==> src/rtl/tmr_pkg.sv <==
package tmr_pkg;
  localparam int unsigned DW = 32;
  localparam int unsigned CW = 2 * DW;
  localparam int unsigned AW = 4;

  typedef enum logic [AW-1:0] {
    A_CNT_LO = 4'd0,
    A_CNT_HI = 4'd1,
    A_CMP_LO = 4'd2,
    A_CMP_HI = 4'd3,
    A_INCR   = 4'd4,
    A_CTRL   = 4'd5,
    A_IRQ_EN = 4'd6,
    A_IRQ_ST = 4'd7,
    A_CNT_WS = 4'd8,
    A_GEN_WS = 4'd9
  } reg_addr_e;

  localparam int unsigned CTRL_RUN    = 0;
  localparam int unsigned CTRL_CMP_EN = 1;
  localparam int unsigned CTRL_AUTO   = 2;
  localparam int unsigned CTRL_W      = 3;

  localparam int unsigned CNT_WS_W = 2;
  localparam int unsigned GEN_WS_W = 4;

  typedef struct packed {
    logic          vld;
    logic [AW-1:0] idx;
    logic [DW-1:0] data;
  } wr_item_t;

  function automatic logic is_delayed(logic [AW-1:0] a);
    return (a <= 4'(A_CTRL));
  endfunction
endpackage

==> src/rtl/tmr_wr_pipe.sv <==
module tmr_wr_pipe
  import tmr_pkg::*;
#(
  parameter int unsigned LAT = 2
) (
  input  logic     clk_i,
  input  logic     rst_ni,
  input  wr_item_t in_i,
  output wr_item_t out_o
);
  wr_item_t stg [LAT];

  for (genvar g = 0; g < LAT; g++) begin : g_stg
    always_ff @(posedge clk_i or negedge rst_ni) begin
      if (!rst_ni) stg[g] <= '0;
      else if (g == 0) stg[g] <= in_i;
      else stg[g] <= stg[(g == 0) ? 0 : g - 1];
    end
  end

  assign out_o = stg[LAT-1];
endmodule

==> src/rtl/tmr_counter.sv <==
module tmr_counter
  import tmr_pkg::*;
(
  input  logic          clk_i,
  input  logic          rst_ni,
  input  logic          run_i,
  input  logic          ld_lo_i,
  input  logic          ld_hi_i,
  input  logic [DW-1:0] ld_data_i,
  output logic [CW-1:0] cnt_o
);
  logic [CW-1:0] cnt_q;

  always_ff @(posedge clk_i or negedge rst_ni) begin
    if (!rst_ni)      cnt_q <= '0;
    else if (ld_lo_i) cnt_q[DW-1:0] <= ld_data_i;
    else if (ld_hi_i) cnt_q[CW-1:DW] <= ld_data_i;
    else if (run_i)   cnt_q <= cnt_q + CW'(1);
  end

  assign cnt_o = cnt_q;
endmodule

==> src/rtl/tmr_comparator.sv <==
module tmr_comparator
  import tmr_pkg::*;
(
  input  logic          clk_i,
  input  logic          rst_ni,
  input  logic          armed_i,
  input  logic          auto_i,
  input  logic [DW-1:0] step_i,
  input  logic [CW-1:0] cnt_i,
  input  logic          ld_lo_i,
  input  logic          ld_hi_i,
  input  logic [DW-1:0] ld_data_i,
  output logic [CW-1:0] cmp_o,
  output logic          match_o
);
  logic [CW-1:0] cmp_q;

  assign match_o = armed_i && (cnt_i == cmp_q);

  // a committed write wins over the auto-step
  always_ff @(posedge clk_i or negedge rst_ni) begin
    if (!rst_ni)                  cmp_q <= '0;
    else if (ld_lo_i)             cmp_q[DW-1:0] <= ld_data_i;
    else if (ld_hi_i)             cmp_q[CW-1:DW] <= ld_data_i;
    else if (match_o && auto_i)   cmp_q <= cmp_q + {{(CW-DW){1'b0}}, step_i};
  end

  assign cmp_o = cmp_q;
endmodule

==> src/rtl/cmp_tick_timer.sv <==
module cmp_tick_timer
  import tmr_pkg::*;
#(
  parameter int unsigned ACC_LAT = 2
) (
  input  logic          clk_i,
  input  logic          rst_ni,
  input  logic          req_i,
  input  logic          we_i,
  input  logic [AW-1:0] addr_i,
  input  logic [DW-1:0] wdata_i,
  output logic [DW-1:0] rdata_o,
  output logic          irq_o
);
  logic                bus_wr;
  wr_item_t            pipe_in, commit;
  logic                commit_vld;
  logic [AW-1:0]       commit_idx;
  logic                c_cnt_lo, c_cnt_hi, c_cmp_lo, c_cmp_hi, c_incr, c_ctrl;
  logic [CW-1:0]       cnt, cmp;
  logic                match;
  logic [DW-1:0]       incr_q;
  logic [CTRL_W-1:0]   ctrl_q;
  logic                irq_en_q, irq_st_q;
  logic [CNT_WS_W-1:0] cnt_ws_q, cnt_ws_set, cnt_ws_clr;
  logic [GEN_WS_W-1:0] gen_ws_q, gen_ws_set, gen_ws_clr;

  assign bus_wr = req_i && we_i;

  assign pipe_in.vld  = bus_wr && is_delayed(addr_i);
  assign pipe_in.idx  = addr_i;
  assign pipe_in.data = wdata_i;

  tmr_wr_pipe #(.LAT(ACC_LAT)) u_pipe (
    .clk_i (clk_i),
    .rst_ni(rst_ni),
    .in_i  (pipe_in),
    .out_o (commit)
  );

  assign commit_vld = commit.vld;
  assign commit_idx = commit.idx;
  assign c_cnt_lo = commit_vld && (commit_idx == A_CNT_LO);
  assign c_cnt_hi = commit_vld && (commit_idx == A_CNT_HI);
  assign c_cmp_lo = commit_vld && (commit_idx == A_CMP_LO);
  assign c_cmp_hi = commit_vld && (commit_idx == A_CMP_HI);
  assign c_incr   = commit_vld && (commit_idx == A_INCR);
  assign c_ctrl   = commit_vld && (commit_idx == A_CTRL);

  tmr_counter u_cnt (
    .clk_i    (clk_i),
    .rst_ni   (rst_ni),
    .run_i    (ctrl_q[CTRL_RUN]),
    .ld_lo_i  (c_cnt_lo),
    .ld_hi_i  (c_cnt_hi),
    .ld_data_i(commit.data),
    .cnt_o    (cnt)
  );

  tmr_comparator u_cmp (
    .clk_i    (clk_i),
    .rst_ni   (rst_ni),
    .armed_i  (ctrl_q[CTRL_RUN] && ctrl_q[CTRL_CMP_EN]),
    .auto_i   (ctrl_q[CTRL_AUTO]),
    .step_i   (incr_q),
    .cnt_i    (cnt),
    .ld_lo_i  (c_cmp_lo),
    .ld_hi_i  (c_cmp_hi),
    .ld_data_i(commit.data),
    .cmp_o    (cmp),
    .match_o  (match)
  );

  always_ff @(posedge clk_i or negedge rst_ni) begin
    if (!rst_ni) begin
      incr_q <= '0;
      ctrl_q <= '0;
    end else begin
      if (c_incr) incr_q <= commit.data;
      if (c_ctrl) ctrl_q <= commit.data[CTRL_W-1:0];
    end
  end

  always_ff @(posedge clk_i or negedge rst_ni) begin
    if (!rst_ni) begin
      irq_en_q <= 1'b0;
      irq_st_q <= 1'b0;
    end else begin
      if (bus_wr && addr_i == A_IRQ_EN) irq_en_q <= wdata_i[0];
      if (match) irq_st_q <= 1'b1;
      else if (bus_wr && addr_i == A_IRQ_ST && wdata_i[0]) irq_st_q <= 1'b0;
    end
  end

  // write status: set on commit, cleared by write-1, set wins
  assign cnt_ws_set = {c_cnt_hi, c_cnt_lo};
  assign gen_ws_set = {c_ctrl, c_incr, c_cmp_hi, c_cmp_lo};
  assign cnt_ws_clr = (bus_wr && addr_i == A_CNT_WS) ? wdata_i[CNT_WS_W-1:0] : '0;
  assign gen_ws_clr = (bus_wr && addr_i == A_GEN_WS) ? wdata_i[GEN_WS_W-1:0] : '0;

  always_ff @(posedge clk_i or negedge rst_ni) begin
    if (!rst_ni) begin
      cnt_ws_q <= '0;
      gen_ws_q <= '0;
    end else begin
      cnt_ws_q <= (cnt_ws_q & ~cnt_ws_clr) | cnt_ws_set;
      gen_ws_q <= (gen_ws_q & ~gen_ws_clr) | gen_ws_set;
    end
  end

  always_comb begin
    rdata_o = '0;
    case (addr_i)
      A_CNT_LO: rdata_o = cnt[DW-1:0];
      A_CNT_HI: rdata_o = cnt[CW-1:DW];
      A_CMP_LO: rdata_o = cmp[DW-1:0];
      A_CMP_HI: rdata_o = cmp[CW-1:DW];
      A_INCR:   rdata_o = incr_q;
      A_CTRL:   rdata_o = DW'(ctrl_q);
      A_IRQ_EN: rdata_o = DW'(irq_en_q);
      A_IRQ_ST: rdata_o = DW'(irq_st_q);
      A_CNT_WS: rdata_o = DW'(cnt_ws_q);
      A_GEN_WS: rdata_o = DW'(gen_ws_q);
      default:  rdata_o = '0;
    endcase
  end

  assign irq_o = irq_st_q && irq_en_q;
endmodule

==> config.mk <==
export PLATFORM = sky130hd
export DESIGN_NAME = cmp_tick_timer
export DESIGN_NICKNAME = d
export VERILOG_FILES = /design/src/rtl/tmr_pkg.sv /design/src/rtl/tmr_wr_pipe.sv /design/src/rtl/tmr_counter.sv /design/src/rtl/tmr_comparator.sv /design/src/rtl/cmp_tick_timer.sv
export SDC_FILE = /design/constraint.sdc
export NUM_CORES = 1
export LEC_CHECK = 0
export CAP_MARGIN = 5
export CELL_PAD_IN_SITES_DETAIL_PLACEMENT = 1
export CELL_PAD_IN_SITES_GLOBAL_PLACEMENT = 1
export CORE_MARGIN = 3
export CORE_UTILIZATION = 43
export DETAILED_ROUTE_END_ITERATION = 8
export GPL_TIMING_DRIVEN = 0
export PLACE_DENSITY_LB_ADDON = 0.1
export SETUP_SLACK_MARGIN = 0.4
export SLEW_MARGIN = 5
export SYNTH_ARGS = -nofsm -noshare
export SYNTH_HDL_FRONTEND = slang
export SYNTH_SLANG_ARGS = --single-unit
export TNS_END_PERCENT = 5
==> constraint.sdc <==
create_clock -name clk_i -period 2.73 [get_ports clk_i]
set_clock_uncertainty 0.15 [all_clocks]
set_input_delay 0.546 -clock clk_i [delete_from_list [all_inputs] [get_ports clk_i]]
set_output_delay 0.546 -clock clk_i [all_outputs]
set_load 0.01 [all_outputs]
# Word-level counts from Yosys, hierarchy flattened
# Index checks and enable logic that the tools add are counted.
# classes
add_sub_neg,2
n_mul,0
n_div,0
order_cmp,1
eq_ne,17
shifts,0
muxes,13
bitwise,8
n_reduce_logical,28
# op_table
operator,n
$pmux 32 s10,1
$mux 32,6
$mux 64,2
$add 64x1->64 const B,1
$add 64x32->64,1
$eq 64x64->1,1
$eq 4x3->1 const B,6
$logic_and 1x1->1,17
$eq 4x2->1 const B,4
$reduce_bool 2->1,5
$eq 4x1->1 const B,2
$eq 4x4->1 const B,2
$logic_not 4->1,2
$reduce_and 2->1,4
$and 4x4->4,1
$le 4x3->1 const B,1
$mux 4,1
$ne 2x2->1 const B,2
$not 4->4,1
$or 4x4->4,1
$and 2x2->2,1
$mux 1,2
$mux 2,1
$not 1->1,2
other kinds (2),2
# word_totals
ff_bits,245
latchBits,0
mem_bits_rw,0
rom_bits,0
wordCells,85
memories,0

# Depth between registers and ports, before layout
# Gate-level depths: netlist of run 1.
# depth
ltp_word,6
ltp_mapped,12
depth_no_buf,11

# Modules after synthesis
# Synthesis of run 1 repeated with hierarchy kept, for this count alone.
# unflattened
hier_cells,1771
area_unflattened_um2,16278.1
# modules_own_cells
mod,n_inst,cells_per_inst,area_each_um2,seq_area_each_um2
tmr_comparator,1,879,6729.0,1601.5
tmr_counter,1,518,4242.8,1601.5
cmp_tick_timer,1,263,3176.8,1076.0
tmr_wr_pipe,1,111,2129.5,1851.8

# Least setup slack after synthesis of run 1
# No wires, ideal clock.
# synth_path
path_kind,input-to-output
start,input port addr_i[0]
end,output port rdata_o[12]
arrival_time_ns,2.315
required_time_ns,2.034
path_slack_ns,-0.281
cell_stages,4
cell_sequence,clkbuf_1 > buf_1 > mux4_1 > a22o_1
# synth_between
elab_chain_cells,2
elab_cells_between_ends,11
# synth_lines
element,line,text
"start, declared",cmp_tick_timer.sv:10,"input logic [AW-1:0] addr_i,"
$eq 4x4->1 (tied with other cells),cmp_tick_timer.sv:113,case (addr_i)
$pmux 32 s10 (*),cmp_tick_timer.sv:113,
"end, declared",cmp_tick_timer.sv:12,"output logic [DW-1:0] rdata_o,"
# Mark *: on every way between the ends. The rest lies on a longest branch, timed or not.

# Final worst setup path of run 1
# layout_path
start,register u_cmp.cmp_q[1] (netlist: u_cmp.cmp_o[1])
end,register u_cmp.cmp_q[37] (netlist: u_cmp.cmp_o[37])
# layout_between
elab_chain_cells,5
elab_cells_between_ends,8
# layout_lines
element,line,text
"start, declared",tmr_comparator.sv:16,logic [CW-1:0] cmp_q;
"start signal, assigned by index",tmr_comparator.sv:23,else if (ld_lo_i) cmp_q[DW-1:0] <= ld_data_i;
"start signal, assigned by index",tmr_comparator.sv:24,else if (ld_hi_i) cmp_q[CW-1:DW] <= ld_data_i;
"start signal, assigned",tmr_comparator.sv:25,"else if (match_o && auto_i) cmp_q <= cmp_q + {{(CW-DW){1'b0}}, step_i};"
"parallel branches: the longest is 5 deep, another holds $add 64x32->64",--,
# Several ways; the timed one is not identified. The select of a mux whose other input is x is not followed.
# A chain may end at the register's enable or synchronous reset.

==> implementation parameters, run 1 <==
Parameter                              Value

Pwr
  Total power after layout    12110 µW
  Maximum resistive drop on vdd    around 580 µV
  Static leakage    between 0.007 and 0.008 µW
  Cell Pwr Density    between 600 and 700 mW/mm²

Hold path
  End point of the most critical hold path    u_pipe.stg[69]
  Hold crit path type    input port to flip-flop
  Number of stages on the worst hold path    2
  Hold Startpoint    addr_i[0]

Logic synthesis
  Distinct cells, synth    a little under 70
  Average size of a mapped cell    around 9.6 µm²
  Share of synthesized registers carrying an async set or reset    100.0%
  Number of warnings reported in the yosys synthesis log    0
  Primary FF master, synth    sky130_fd_sc_hd__dfrtp_1
  Cell area after synthesis    0.01375 mm²
  Number of storage elements in the synthesis netlist    roughly 250
  Synth Instances    1436
  Syn_nets    1510
  Post-synthesis sequential area ratio    around 45%
  EDFF count, synth    0

Layout
  Final net count    between 1500 and 2000
  Synth-to-Final Area Change    31.64%
  FILL cells    3352
  Fraction of layout instances using a drive strength above 1    between 20% and 30%
  Antenna fix cells    0
  Fin cells    just over 2000

STA
  Total Neg Setup Slack    -34770 ps
  Max-Slew Margin vs Limit    about a third
  Transition time at the pin with the least slew margin    approximately 1000 ps
  Tightest hold margin    about 62 ps
  Max-slew violation count    0
  Final critical path time including I/O delays and setup    approximately 3300 ps
  Unrepaired setup endpoints after global routing    yes
  Setup violations, final    87
  Worst Setup Slack, final    -617.3 ps
  Maximum clock rate    298.7 MHz
  Hold Vio Cnt, Final    0
  Period utilisation layout    122.6%

Global routing
  Total track usage    between 30% and 40%
  Sum of overflow across all layers after global routing    0
  First-pass GRT wire length    91180 µm
  Number of global-route vias before repair    ~14000
  Number of antenna violations at the first check in global routing    0
  Pin count of the biggest net entering global routing    slightly above 100

Placed design
  Detail Placement HPWL    42640 µm
  Buffers on Ports    a little over 70
  Global placer's final weighted congestion    between 0.9 and 1
  Number of placed cells counting well taps    ~1900

Routing
  Pre-antenna DRT Iters    8
  Via total after detailed routing    about 14000
  Post-detailed-route via-to-cell ratio    between 6 and 7
  Post-route DRC    0
  First DRT Iteration DRCs    between 1500 and 2000
  Final Routed Wirelength    between 60000 and 70000 µm
  Average routed wire per standard cell    31.18 µm
  Routed Antenna Nets    0

Setup path
  Crit path kind    flip-flop to flip-flop
  Cells along the critical path    ha_4, a211oi_4, o211ai_1, a21o_2, nand3_2, o211ai_1, buf_4, a221o_2, nor2b_1, clkbuf_8, a311oi_2, a211oi_1
  Capture point of the worst reg-to-reg path    u_cmp.cmp_o[37]
  Number of cell instances on the worst register-to-register path    12
  Crit-path leading delay family    compound AO/OA/AOI/OAI gates
  Required @ worst endpoint    a little over 3000 ps
  Reg2Reg Launch Point    u_cmp.cmp_o[1]
  Critical path startpoint category    flip-flop
  Crit Path Max Fanout    8
  Critical path's most frequent cell    sky130_fd_sc_hd__o211ai_1
  Worst path buffer plus inverter count    2
  Register-to-Register Setup Slack    -620 ps
  Delay of the slowest cell on the worst path    480 ps
  Signal arrival time at the worst endpoint    3640 ps
  Critical Path End Type    flip-flop
  Cell with the largest stage delay on the worst path    sky130_fd_sc_hd__dfrtp_2

Clock network
  Clock H-tree levels    1
  Clock root buffer master    sky130_fd_sc_hd__clkbuf_16
  Number of buffers created by CTS    29
  Clk_lat worst skew    580 ps
  CTS tree    built
  Clock transition at the register clock pins on the worst setup and hold paths after CTS    approximately 70 ps
  Sinks on Clock Net    roughly 250
  Maximum count of clock buffers along a single path    3

Floorplanning
  Initial standard-cell utilization of the core    ~44%
  Horizontal die dimension    around 180 µm
  Core Footprint    between 0.03 and 0.04 mm²
  Row count    64
  DIE AREA    roughly 0.034 mm²
  Die H    ~180 µm
  IO Pins    73

Job
  Max Cap Viol    0

Status
  Failing checks    setup timing
  Status    complete, but fails checks
-- cell type report --
type	instances	area, µm²	area share, %
flip-flops and latches	245	6191	34.20
well taps	396	495.5	2.737
multi-input cells	1091	8159	45.08
plain buffers	76	775.7	4.286
clock buffers	39	823.3	4.548
inverters	24	92.59	0.5115
repair buffers	134	1246	6.885
clock inverters	13	317.8	1.756
-- flip-flops by register name (all words and copies together) (netlist names) --
register      cells
cnt_ws_q          2
ctrl_q            3
gen_ws_q          4
incr_q           32
irq_en_q          1
irq_st_q          1
u_cmp.cmp_o      64
u_cnt.cnt_o      64
u_pipe.out_o     37
u_pipe.stg       37
-- layout by cell type, fill, tap and decap left out, types with 11 or more instances in the layout --
master	Yosys	routed
sky130_fd_sc_hd__a21o_1	22	21
sky130_fd_sc_hd__a21oi_1	155	145
sky130_fd_sc_hd__a222oi_1	15	15
sky130_fd_sc_hd__a22o_1	19	19
sky130_fd_sc_hd__and3_1	29	24
sky130_fd_sc_hd__buf_2	3	32
sky130_fd_sc_hd__buf_4	3	42
sky130_fd_sc_hd__buf_6	0	24
sky130_fd_sc_hd__clkbuf_1	64	15
sky130_fd_sc_hd__clkbuf_16	0	41
sky130_fd_sc_hd__clkbuf_2	0	17
sky130_fd_sc_hd__clkbuf_8	0	13
sky130_fd_sc_hd__clkdlybuf4s50_1	0	35
sky130_fd_sc_hd__dfrtp_1	245	197
sky130_fd_sc_hd__dfrtp_2	0	48
sky130_fd_sc_hd__ha_1	33	18
sky130_fd_sc_hd__ha_4	0	13
sky130_fd_sc_hd__inv_1	24	23
sky130_fd_sc_hd__mux2_2	38	38
sky130_fd_sc_hd__mux4_2	15	16
sky130_fd_sc_hd__nand2_1	125	117
sky130_fd_sc_hd__nand3_1	59	46
sky130_fd_sc_hd__nand4_1	26	26
sky130_fd_sc_hd__nor2_1	133	126
sky130_fd_sc_hd__nor2b_1	12	11
sky130_fd_sc_hd__nor3_1	25	14
sky130_fd_sc_hd__o21ai_0	57	36
sky130_fd_sc_hd__o21ai_1	1	18
sky130_fd_sc_hd__o22ai_1	47	46
sky130_fd_sc_hd__xnor2_1	39	35
sky130_fd_sc_hd__xor2_1	95	90
-- stage by stage --
step | setup slack, ps | utilization, % | instance area, µm²
floorplan | 28.69 | - | 13920
global placement | -10080 | 48.72 | 15140
detailed placement | -2531 | 49.04 | 15240
CTS | -662.0 | 56.55 | 17570
global route | -700.5 | 58.26 | 18100
finish | -617.3 | 58.26 | 18100
-- what timing repair did --
item / in CTS / in global routing
endpoints found under the hold margin: 57 / 0
gates cloned: 5 / 0
setup buffers: 32 / 18
pin swaps: 81 / 75
gates resized for setup: 387 / 152
endpoints found under the setup margin: 196 / 192
hold buffers: 3 / 0
-- synthesized netlist by cell type, drive strengths merged (12+ instances only) --
cell type,instances,area share (%)
nand4,26,1.2
ha,33,3.0
and3,29,1.3
nor2b,12,0.55
a211oi,12,0.66
o22ai,47,2.1
a21o,22,1.2
nand2,128,3.6
nor4,17,1.2
mux4,16,2.6
inv,24,0.66
nand3,60,2.3
a21oi,155,5.6
xor2,95,6.1
buf,12,0.44
a22oi,17,0.93
xnor2,39,2.5
a22o,19,1.2
o21ai,58,2.1
clkbuf,64,1.7
nor2,134,3.7
mux2,38,3.1
nor3,27,1.1
dfrtp,245,45
a222oi,15,1.1
-- kinds of logic (layout without fill, tap and decap cells) --
kind of cell    Yosys count  in the layout  synth area share [%]
flops                   245            245                 44.59
simple gates            471            471                 17.07
xor+xnor                134            134                 8.535
buf+inv                 100            286                 2.839
fa+ha+maj                34             34                 3.148
compound gates          395            395                 17.84
mux                      57             57                 5.978
-- metal layers --
metal,routed length (µm),part of all wire (%),vias to the layer above,GRT usage (%)
li1,-,-,5590,-
met1,25730,41,6911,51.21
met2,27370,43,815,54.55
met3,5982,9.5,198,5.872
met4,3842,6.1,0,17.83
met5,0,0,-,0
-- how the worst max path moves through the flow --
| stage | startpoint | endpoint | cells after the start |
|---|---|---|---|
| 2_1_floorplan | u_cmp.cmp_o[0] | u_cmp.cmp_o[30] | 11 |
| 3_3_place_gp | rst_ni | u_pipe.stg[53] | 1 |
| 3_5_place_dp | addr_i[2] | rdata_o[2] | 8 |
| 4_1_cts | u_cmp.cmp_o[0] | u_cmp.cmp_o[30] | 12 |
| 5_1_grt | u_cmp.cmp_o[1] | u_cmp.cmp_o[37] | 12 |
| 6_report | u_cmp.cmp_o[1] | u_cmp.cmp_o[37] | 12 |
-- power breakdown --
part           switching [µW]  leakage [µW]  total (µW)  internal [µW]
sequential                742       0.00305        4800           4050
combinational            1450       0.00432        2590           1140
clock                    1690      0.000555        4730           3040
Power figures use the tool's default switching activity.
==> run 2, diff against run 1 <==
- CTS_CLUSTER_SIZE: default -> 40
==> implementation parameters, run 2 (synthesis results as in run 1) <==
Parameter                              Value

Status
  Status    complete, but fails checks
  Failing checks    setup timing

Routing
  Detail Route met2 WL    27300 µm
  Final Routed Wirelength    62780 µm
  Pre-antenna DRT Iters    9
  First DRT Iteration DRCs    roughly 1400
  Via total after detailed routing    between 10000 and 15000
  Routed Antenna Nets    0
  Post-detailed-route via-to-cell ratio    about 6.7
  Post-route DRC    0
  Detailed-routing wirelength on met1    roughly 26000 µm
  Uppermost layer routed    met4
  Routed length on met3    5885 µm
  Average routed wire per standard cell    approximately 31 µm

Floorplanning
  Die H    roughly 180 µm
  DIE AREA    0.03416 mm²
  Initial standard-cell utilization of the core    44.26%
  Horizontal die dimension    around 180 µm
  Row count    64
  IO Pins    between 70 and 80
  Core Footprint    about 0.031 mm²

Setup path
  Register-to-Register Setup Slack    -620 ps
  Capture point of the worst reg-to-reg path    u_cmp.cmp_o[42]
  Signal arrival time at the worst endpoint    3630 ps
  Number of cell instances on the worst register-to-register path    13
  Critical Path End Type    flip-flop
  Crit path kind    flip-flop to flip-flop
  Critical path startpoint category    flip-flop
  Required @ worst endpoint    approximately 3000 ps
  Crit Path Max Fanout    4
  Reg2Reg Launch Point    incr_q[0]

Clock network
  Number of buffers created by CTS    29
  Clock root buffer master    sky130_fd_sc_hd__clkbuf_16
  Clock transition at the register clock pins on the worst setup and hold paths after CTS    60 ps
  Clk_lat worst skew    roughly 580 ps
  Sinks on Clock Net    about 250
  Clock H-tree levels    1
  Maximum count of clock buffers along a single path    3
  CTS tree    built

Global routing
  Pin count of the biggest net entering global routing    ~100
  Sum of overflow across all layers after global routing    0
  Number of global-route vias before repair    13630
  First-pass GRT wire length    roughly 91000 µm
  Number of antenna violations at the first check in global routing    0
  Total track usage    36.21%

Hold path
  Number of stages on the worst hold path    2
  End point of the most critical hold path    u_pipe.stg[69]
  Hold crit path type    input port to flip-flop
  Hold Startpoint    addr_i[0]

STA
  Maximum clock rate    between 200 and 300 MHz
  Transition time at the pin with the least slew margin    just under 1000 ps
  Tightest hold margin    60.16 ps
  Max-Slew Margin vs Limit    about a third
  Hold Vio Cnt, Final    0
  Worst Setup Slack, final    -620.2 ps
  Setup violations, final    88
  Final critical path time including I/O delays and setup    about 3400 ps
  Unrepaired setup endpoints after global routing    yes
  Period utilisation layout    122.7%
  Max-slew violation count    0

Pwr
  Static leakage    between 0.007 and 0.008 µW
  Cell Pwr Density    ~670 mW/mm²
  Maximum resistive drop on vdd    579.3 µV

Layout
  Fin cells    between 2000 and 2500
  Most common cell after layout, fill and taps aside    sky130_fd_sc_hd__dfrtp_1
  Synth-to-Final Area Change    30.69%
  Fraction of layout instances using a drive strength above 1    a little over a quarter
  Most used cells in the layout excluding fill and tap cells    sky130_fd_sc_hd__dfrtp_1, sky130_fd_sc_hd__a21oi_1, sky130_fd_sc_hd__nor2_1
  Antenna fix cells    0
  Final net count    about 1700

Placed design
  Global placer's final weighted congestion    between 0.9 and 1
  Number of placed cells counting well taps    approximately 1900
  Detail Placement HPWL    42640 µm
  Buffers on Ports    between 70 and 80

Job
  Max Cap Viol    0
-- run 2: cell count changes in the layout (fill, tap and decap cells not counted), sizes merged --
cell	change
bufinv	-1
dlygate4sd2	-1
clkinvlp	+1
buf	-4
clkbuf	-1
-- run 2: worst max-delay path by stage --
stage | slack [ps] | startpoint | cells after the start | end
floorplan | 30 | u_cmp.cmp_o[0] | 11 | u_cmp.cmp_o[30]
global placement | -10080 | rst_ni | 1 | u_pipe.stg[53]
detailed placement | -2530 | addr_i[2] | 8 | rdata_o[2]
CTS | -660 | u_cmp.cmp_o[0] | 12 | u_cmp.cmp_o[30]
global route | -710 | u_cmp.cmp_o[1] | 12 | u_cmp.cmp_o[37]
finish | -620 | incr_q[0] | 13 | u_cmp.cmp_o[42]
-- run 2: repair_timing --
action,in CTS,in global routing
gates cloned,5,0
setup buffers,32,13
endpoints found under the hold margin,57,0
setup endpoints to repair,196,191
gates resized for setup,387,136
pin swaps,81,69
hold buffers,3,0
-- run 2: worst max-delay path, stage by stage, from the launching register on --
cell and delay, ps:
sky130_fd_sc_hd__dfrtp_2 420, sky130_fd_sc_hd__ha_4 180, sky130_fd_sc_hd__fa_2 380, sky130_fd_sc_hd__a211oi_4 270, sky130_fd_sc_hd__o211ai_1 250, sky130_fd_sc_hd__a21oi_4 360, sky130_fd_sc_hd__o211ai_1 210, sky130_fd_sc_hd__a21oi_2 280
sky130_fd_sc_hd__nor2_4 120, sky130_fd_sc_hd__buf_6 150, sky130_fd_sc_hd__buf_6 110, sky130_fd_sc_hd__nand4_1 90, sky130_fd_sc_hd__xor2_1 160, sky130_fd_sc_hd__o21ai_1 70
-- run 2: final cells by class --
cell class,count,area [µm²]
inverters,24,92.59
fillers,3357,13100
multi-input cells,1091,8112
repair buffers,129,1210
well taps,396,495.5
clock inverters,13,295.3
flip-flops and latches,245,6187
plain buffers,76,759.5
clock buffers,38,819.5
-- run 2: routing by layer --
layer | vias to the layer above | GRT usage (%)
met5 | - | 0
met4 | 0 | 17.02
met3 | 208 | 5.813
met2 | 829 | 55.02
met1 | 6863 | 50.88
li1 | 5572 | -
-- run 2: report_power, final --
part | switching [µW] | internal (µW) | leakage, µW
Sequential | 734 | 4050 | 0.00305
Combinational | 1440 | 1130 | 0.00427
Clock | 1680 | 2940 | 0.000539
-- run 2: through the flow --
step	cell area, µm²	util [%]	setup TNS, ps	total power, µW	setup WS, ps
2_1_floorplan	13920	-	0	5924	28.69
3_3_place_gp	15140	48.72	-2649710	6858	-10080
3_5_place_dp	15240	49.04	-150530	6939	-2531
4_1_cts	17550	56.50	-27390	11770	-662.0
5_1_grt	17970	57.84	-42390	12380	-706.7
6_report	17970	57.84	-35390	11960	-620.2
